==> src/rtl/i2c_bm_pkg.sv <==
package i2c_bm_pkg;
   localparam int BYTE_W = 8;

   // command/status bit positions
   localparam int CB_DIR   = 0;
   localparam int CB_START = 1;
   localparam int CB_STOP  = 2;
   localparam int CB_FAIL  = 4;
   localparam int CB_NACK  = 5;
   localparam int CB_GO    = 7;

   // bits kept from a command write (go and fail are not stored)
   localparam logic [BYTE_W-1:0] CFG_MASK = 8'h6F;

   typedef enum logic [1:0] {PH_IDLE, PH_START, PH_BIT, PH_STOP} phase_e;

   typedef struct packed {
      logic nack;
      logic stop;
      logic start;
      logic rx;
   } cmd_t;
endpackage

==> src/rtl/i2c_bm_qtick.sv <==
module i2c_bm_qtick #(
   parameter int QTR = 4
) (
   input  logic clk,
   input  logic rst_n,
   input  logic restart,
   output logic tick
);
   localparam int CW = (QTR > 2) ? $clog2(QTR) : 1;
   localparam logic [CW-1:0] LAST = CW'(QTR - 1);

   logic [CW-1:0] cnt_q;

   assign tick = (cnt_q == LAST);

   always_ff @(posedge clk or negedge rst_n) begin
      if (!rst_n)              cnt_q <= '0;
      else if (restart || tick) cnt_q <= '0;
      else                      cnt_q <= cnt_q + 1'b1;
   end
endmodule

==> src/rtl/i2c_bm_sync.sv <==
module i2c_bm_sync #(
   parameter int STAGES = 2
) (
   input  logic clk,
   input  logic rst_n,
   input  logic d,
   output logic q
);
   generate
      if (STAGES == 0) begin : g_direct
         assign q = d;
      end else begin : g_chain
         logic [STAGES-1:0] st_q;
         always_ff @(posedge clk or negedge rst_n) begin
            if (!rst_n) st_q <= '1;
            else        st_q <= {st_q[STAGES-2+((STAGES==1)?1:0):0], d} ;
         end
         assign q = st_q[STAGES-1];
      end
   endgenerate
endmodule

==> src/rtl/i2c_bm_regs.sv <==
module i2c_bm_regs
   import i2c_bm_pkg::*;
(
   input  logic              clk,
   input  logic              rst_n,
   input  logic              wr_en,
   input  logic              addr,
   input  logic [BYTE_W-1:0] wdata,
   output logic [BYTE_W-1:0] rdata,
   output logic              launch,
   output cmd_t              cmd,
   output logic [BYTE_W-1:0] data_val,
   output logic              busy,
   input  logic              done,
   input  logic [BYTE_W-1:0] rx_byte,
   input  logic              fail
);
   logic [BYTE_W-1:0] data_q;
   logic [BYTE_W-1:0] cfg_q;
   logic              busy_q;
   logic              fail_q;
   logic [BYTE_W-1:0] status;

   assign launch   = wr_en && addr && wdata[CB_GO] && !busy_q;
   assign cmd      = '{nack: wdata[CB_NACK], stop: wdata[CB_STOP],
                       start: wdata[CB_START], rx: wdata[CB_DIR]};
   assign data_val = data_q;
   assign busy     = busy_q;

   always_comb begin
      status          = cfg_q;
      status[CB_GO]   = busy_q;
      status[CB_FAIL] = fail_q;
   end

   assign rdata = addr ? status : data_q;

   always_ff @(posedge clk or negedge rst_n) begin
      if (!rst_n) begin
         data_q <= '0;
         cfg_q  <= '0;
         busy_q <= 1'b0;
         fail_q <= 1'b0;
      end else if (done) begin
         busy_q <= 1'b0;
         fail_q <= fail;
         if (cfg_q[CB_DIR]) data_q <= rx_byte;
      end else if (wr_en && !busy_q) begin
         if (addr) begin
            cfg_q <= wdata & CFG_MASK;
            if (wdata[CB_GO]) begin
               busy_q <= 1'b1;
               fail_q <= 1'b0;
            end
         end else begin
            data_q <= wdata;
         end
      end
   end
endmodule

==> src/rtl/i2c_bm_engine.sv <==
module i2c_bm_engine
   import i2c_bm_pkg::*;
(
   input  logic              clk,
   input  logic              rst_n,
   input  logic              launch,
   input  cmd_t              cmd,
   input  logic [BYTE_W-1:0] tx_byte,
   input  logic              tick,
   input  logic              sda_in,
   output logic              scl_oe,
   output logic              sda_oe,
   output logic              done,
   output logic [BYTE_W-1:0] rx_byte,
   output logic              fail,
   output logic              framing
);
   localparam logic [3:0] ACK_SLOT  = 4'(BYTE_W);
   localparam logic [3:0] LAST_DATA = 4'(BYTE_W - 1);

   phase_e            phase_q;
   logic [1:0]        qtr_q;
   logic [3:0]        bit_q;
   logic [BYTE_W-1:0] sh_q;
   logic [BYTE_W-1:0] sh_next;
   logic              rx_q, stop_q, nack_q;
   logic              scl_q, sda_q, fail_q;
   logic              ack_drive;

   assign sh_next   = rx_q ? sh_q : {sh_q[BYTE_W-2:0], 1'b0};
   assign ack_drive = rx_q & ~nack_q;

   assign done = tick && (qtr_q == 2'd3) &&
                 ((phase_q == PH_STOP) ||
                  (phase_q == PH_BIT && bit_q == ACK_SLOT && !stop_q));

   assign scl_oe  = scl_q;
   assign sda_oe  = sda_q;
   assign rx_byte = sh_q;
   assign fail    = fail_q;
   assign framing = (phase_q == PH_START) || (phase_q == PH_STOP);

   always_ff @(posedge clk or negedge rst_n) begin
      if (!rst_n) begin
         phase_q <= PH_IDLE;
         qtr_q   <= '0;
         bit_q   <= '0;
         sh_q    <= '0;
         rx_q    <= 1'b0;
         stop_q  <= 1'b0;
         nack_q  <= 1'b0;
         scl_q   <= 1'b0;
         sda_q   <= 1'b0;
         fail_q  <= 1'b0;
      end else if (launch) begin
         rx_q   <= cmd.rx;
         stop_q <= cmd.stop;
         nack_q <= cmd.nack;
         sh_q   <= tx_byte;
         fail_q <= 1'b0;
         qtr_q  <= '0;
         bit_q  <= '0;
         if (cmd.start) begin
            phase_q <= PH_START;
            sda_q   <= 1'b0;
         end else begin
            phase_q <= PH_BIT;
            scl_q   <= 1'b1;
            sda_q   <= cmd.rx ? 1'b0 : ~tx_byte[BYTE_W-1];
         end
      end else if (tick) begin
         qtr_q <= qtr_q + 2'd1;
         unique case (phase_q)
            PH_START: begin
               unique case (qtr_q)
                  2'd0: scl_q <= 1'b0;
                  2'd1: sda_q <= 1'b1;
                  2'd2: scl_q <= 1'b1;
                  default: begin
                     phase_q <= PH_BIT;
                     bit_q   <= '0;
                     sda_q   <= rx_q ? 1'b0 : ~sh_q[BYTE_W-1];
                  end
               endcase
            end
            PH_BIT: begin
               unique case (qtr_q)
                  2'd0: scl_q <= 1'b0;
                  2'd1: begin
                     if (bit_q != ACK_SLOT) begin
                        if (rx_q) sh_q <= {sh_q[BYTE_W-2:0], sda_in};
                     end else if (!rx_q) begin
                        fail_q <= sda_in;
                     end
                  end
                  2'd2: scl_q <= 1'b1;
                  default: begin
                     if (bit_q != ACK_SLOT) begin
                        bit_q <= bit_q + 4'd1;
                        sh_q  <= sh_next;
                        if (bit_q == LAST_DATA) sda_q <= ack_drive;
                        else                    sda_q <= rx_q ? 1'b0 : ~sh_next[BYTE_W-1];
                     end else if (stop_q) begin
                        phase_q <= PH_STOP;
                        sda_q   <= 1'b1;
                     end else begin
                        phase_q <= PH_IDLE;
                        sda_q   <= 1'b0;
                     end
                  end
               endcase
            end
            PH_STOP: begin
               unique case (qtr_q)
                  2'd0: scl_q <= 1'b0;
                  2'd1: sda_q <= 1'b0;
                  2'd2: ;
                  default: phase_q <= PH_IDLE;
               endcase
            end
            default: qtr_q <= '0;
         endcase
      end
   end
endmodule

==> src/rtl/i2c_byte_master.sv <==
module i2c_byte_master
   import i2c_bm_pkg::*;
#(
   parameter int DIV_CLKS  = 400,
   parameter int SDA_SYNC  = 2
) (
   input  logic       clk,
   input  logic       rst_n,
   input  logic       reg_wr,
   input  logic       reg_addr,
   input  logic [7:0] reg_wdata,
   output logic [7:0] reg_rdata,
   output logic       scl_oe,
   output logic       sda_oe,
   input  logic       sda_in
);
   localparam int QTR = DIV_CLKS / 4;

   generate
      if (DIV_CLKS < 8 || (DIV_CLKS % 4) != 0) begin : g_bad_div
         $error("DIV_CLKS must be a multiple of 4 and at least 8");
      end
      if (SDA_SYNC < 0 || SDA_SYNC > 4) begin : g_bad_sync
         $error("SDA_SYNC must be in 0..4");
      end
      if (BYTE_W != 8) begin : g_bad_width
         $error("register width must be 8");
      end
   endgenerate

   logic              launch, busy, done, tick, fail, framing, sda_s;
   cmd_t              cmd;
   logic [BYTE_W-1:0] data_val, rx_byte;

   i2c_bm_regs u_regs (
      .clk(clk), .rst_n(rst_n), .wr_en(reg_wr), .addr(reg_addr),
      .wdata(reg_wdata), .rdata(reg_rdata), .launch(launch), .cmd(cmd),
      .data_val(data_val), .busy(busy), .done(done), .rx_byte(rx_byte),
      .fail(fail)
   );

   i2c_bm_qtick #(.QTR(QTR)) u_qtick (
      .clk(clk), .rst_n(rst_n), .restart(launch), .tick(tick)
   );

   i2c_bm_sync #(.STAGES(SDA_SYNC)) u_sync (
      .clk(clk), .rst_n(rst_n), .d(sda_in), .q(sda_s)
   );

   i2c_bm_engine u_engine (
      .clk(clk), .rst_n(rst_n), .launch(launch), .cmd(cmd),
      .tx_byte(data_val), .tick(tick), .sda_in(sda_s), .scl_oe(scl_oe),
      .sda_oe(sda_oe), .done(done), .rx_byte(rx_byte), .fail(fail),
      .framing(framing)
   );
endmodule

==> config.mk <==
export PLATFORM = sky130hd
export DESIGN_NAME = i2c_byte_master
export DESIGN_NICKNAME = d
export VERILOG_FILES = /design/src/rtl/i2c_bm_pkg.sv /design/src/rtl/i2c_bm_qtick.sv /design/src/rtl/i2c_bm_sync.sv /design/src/rtl/i2c_bm_regs.sv /design/src/rtl/i2c_bm_engine.sv /design/src/rtl/i2c_byte_master.sv
export SDC_FILE = /design/constraint.sdc
export NUM_CORES = 1
export LEC_CHECK = 0
export ABC_AREA = 0
export BUFFER_PORTS_ARGS = -buffer_cell sky130_fd_sc_hd__buf_4
export CORE_UTILIZATION = 35
export CTS_CLUSTER_SIZE = 16
export DETAILED_ROUTE_END_ITERATION = 12
export PLACE_DENSITY = 0.59
export RECOVER_POWER = 100
export SLEW_MARGIN = 30
export SYNTH_ARGS = -nofsm -noshare
export SYNTH_HDL_FRONTEND = slang
export SYNTH_SLANG_ARGS = --single-unit
==> constraint.sdc <==
create_clock -name clk -period 3.8 [get_ports clk]
set_input_delay 0.19 -clock clk [delete_from_list [all_inputs] [get_ports clk]]
set_output_delay 0.19 -clock clk [all_outputs]
set_load 0.02 [all_outputs]
==> summary.txt <==
Run status
  • Status: complete, no violations

Flow run
  • Max Cap Viol: 0

Global route
  • Global route overflow: 0
  • Initial antenna violation count: 0
  • Vias in the first global route: 1814
  • First-pass GRT wire length: 9430 um
  • Largest net degree at the start of global routing: 48
  • Total GRT Usage: 16.2%

Routing
  • Vias: 1917
  • Vias per inst: 5.24
  • ANT nets after route: 0
  • DRT iter0 DRCs: 97
  • Routed WL: 5650 um
  • Drt wl/cell: 15.4 um
  • DRC Markers: 0
  • Drt first pass iters: 4

Synth
  • #FFs+latches synth: 47
  • Top FF cell, synth: dfrtp_1
  • Seq/Total Area, Yosys: 45.6%
  • Ranking of synthesized cells by area: dfrtp_1 44%, mux2_2 6.5%, ha_1 5.8%, nand2_1 3.6%, a221o_1 2.7%
  • Yosys top cell by area: dfrtp_1
  • Syn nets: 270
  • Ys Warns: 0
  • Synth Area per Inst: 10.6 um2
  • Async set or reset register ratio after synthesis: 100%
  • EDFF count, synth: 0
  • Post-Syn Area: 0.00259 mm2
  • Cells after Synth: 245
  • Count of cell types in the netlist: 54
  • Share of the synthesized area in the top cell type: 43.5%

Floorplan
  • Die ar.: 0.00774 mm2
  • Die Ht: 88.0 um
  • I/O pin count: 23
  • Die width: 88.0 um
  • Initial core utilization: 37.1%
  • CORE AREA: 0.00698 mm2
  • Rows: 30

Worst setup path
  • Worst endpoint required time: 4.00 ns
  • Crit start category: flip-flop
  • Buffers & Inverters on Critical Path: 1
  • Crit Path Class: flip-flop to flip-flop
  • Critical Path End Type: flip-flop
  • Worst path cell trace: inv_1, ha_1, nand3b_1, o21ai_0, a31oi_1, nor2_1, a21o_1
  • CP max FO: 10
  • Worst EP arrival: 2.76 ns
  • Crit-path slowest cell: a31oi_1
  • CP delay by family, top: compound AO/OA/AOI/OAI gates
  • Reg2Reg Setup Slack: 1.24 ns
  • Crit path largest cell delay: 0.71 ns

Clock tree
  • Skew-Pair Late Insertion Delay: 0.30 ns
  • # clock sinks: 47
  • # Post-CTS Setup Buffers: 0
  • CTS tree: yes
  • Max Root-Sink Buffers: 2
  • Post-CTS Hold Buffers: 2
  • Reg clk slew, reported paths: 0.09 ns
  • Post-cts sizing count: 0
  • CTS Buf Count: 5
  • H-Tree Depth: 2
  • CTS root buf: clkbuf_8

Timing
  • TNS Setup: 0 ns
  • Tmin final: 2.56 ns
  • Max-slew violation count: 0
  • Fin Clk Skew: 0.00665 ns
  • Worst Tran Pin Value: 0.916 ns
  • RSZ-0062 raised after global routing: no
  • Fmax: 391 MHz
  • Final setup vio count: 0
  • Final worst slack: 1.24 ns
  • Final Cycle Share: 67.3%
  • Rel. slew slack: 38.9%
  • Final hold violations: 0

Layout
  • Multi-input logic area: 0.00124 mm2
  • Diodes inserted: 0
  • Synth-to-Final Area Change: 9.48%
  • FF/Latch Area: 0.00118 mm2
  • Most frequent cells in the layout: 45 x dfrtp_1, 25 x nand2_1, 18 x nor2_1
  • Nets: 294
  • Final Core Density: 40.6%
  • Most common cell after layout, fill and taps aside: dfrtp_1
  • Layout cells sized above 1: 14.1%
  • FILL cells: 719
  • Post-route insts no fill: 366

Power
  • Total Power: 1.56 mW
  • Power Dens Cells: 551 mW/mm2
  • P_leak: 1.33 nW
  • VDD IR-drop max: 0.000260 V

Placement
  • Input/output buffers: 22
  • DP Wirelength: 4020 um
  • Routability cong.: 0.804
  • Cells after DPL: 356
  • Place WS: 1.44 ns

Min path
  • HP Class: input port to flip-flop
-- Yosys cell counts (4+ instances only) --
| cell type | instances |
|---|---|
| mux2_2 | 15 |
| nor2b_1 | 4 |
| a21oi_1 | 7 |
| nor2_1 | 17 |
| dfrtp_1 | 45 |
| a221o_1 | 7 |
| a22o_1 | 7 |
| o21ai_0 | 9 |
| ha_1 | 12 |
| a21o_1 | 7 |
| inv_1 | 14 |
| nand2_1 | 25 |
| and3_1 | 9 |
| nand3_1 | 9 |
-- layout make-up --
type,instances,area share (%)
Clock buffer,6,2.56
Tap cell,96,4.24
Multi-Input combinational cell,176,43.8
Sequential cell,47,41.6
Inverter,14,1.86
Timing Repair Buffer,25,5.48
Clock inverter,2,0.442
-- kinds of logic after synthesis --
family / after synthesis / share of synthesized area (%)
adder cells (fa/ha/maj): 12 / 5.80
AND/OR/NAND/NOR: 90 / 19.0
multiplexers: 17 / 7.30
flip-flops: 47 / 45.6
AO/OA/AOI/OAI: 52 / 15.8
buffers and inverters: 22 / 4.93
XOR/XNOR: 5 / 1.69
-- registers in the layout, indices dropped and copies added (netlist names), 2 cells and up, named ones only --
register and count:
u_engine.rx_byte 7, u_qtick.cnt_q 7, u_sync.g_chain.st_q 2, u_engine.phase_q 2, u_engine.bit_q 4, u_engine.qtr_q 2, u_regs.cfg_q 6, u_regs.data_val 8
-- worst reg2reg max path, delay by kind of cell (launching register included) --
kind / cells / cell delay (ns)
and+or+nand+nor: 2 / 0.56
DFF: 1 / 0.42
adders and majority gates: 1 / 0.22
buffers and inverters: 1 / 0.06
AOI/OAI and AO/OA: 3 / 1.19
-- where the power goes --
group	total (mW)	internal, mW	switching [mW]
Combinational	0.510	0.231	0.280
Sequential	0.754	0.631	0.122
Clock	0.296	0.129	0.167
-- worst paths after layout --
| kind | start | end | cells after the start |
|---|---|---|---|
| max | u_engine.bit_q[0] | u_regs.data_val[0] | 7 |
| min | reg_wdata[5] | u_engine.nack_q | 3 |
| max reg2reg | u_engine.bit_q[0] | u_regs.data_val[0] | 7 |
| min reg2reg | u_sync.g_chain.st_q[0] | u_sync.g_chain.st_q[1] | 0 |
| max in group asynchronous | rst_n | u_qtick.cnt_q[2] | 2 |
| min in group asynchronous | rst_n | u_regs.data_val[3] | 2 |
-- through the flow --
| stage | hold WS (ns) | area (um2) |
|---|---|---|
| after floorplan | -0.106 | 2590 |
| after global placement | 0.244 | 2810 |
| after detailed placement | 0.240 | 2810 |
| after CTS | 0.113 | 2910 |
| after global routing | 0.126 | 2830 |
| final | 0.108 | 2830 |
-- per-layer routing --
layer  global-route usage [%]  vias up  share of wire [%]
met3                     3.02        5                4.3
met1                     25.2      941                 51
met2                     22.6       40                 43
met5                        0        -                  0
met4                     4.62        0                1.0
li1                         -      931                  -
(Power assumes the default switching activity.)
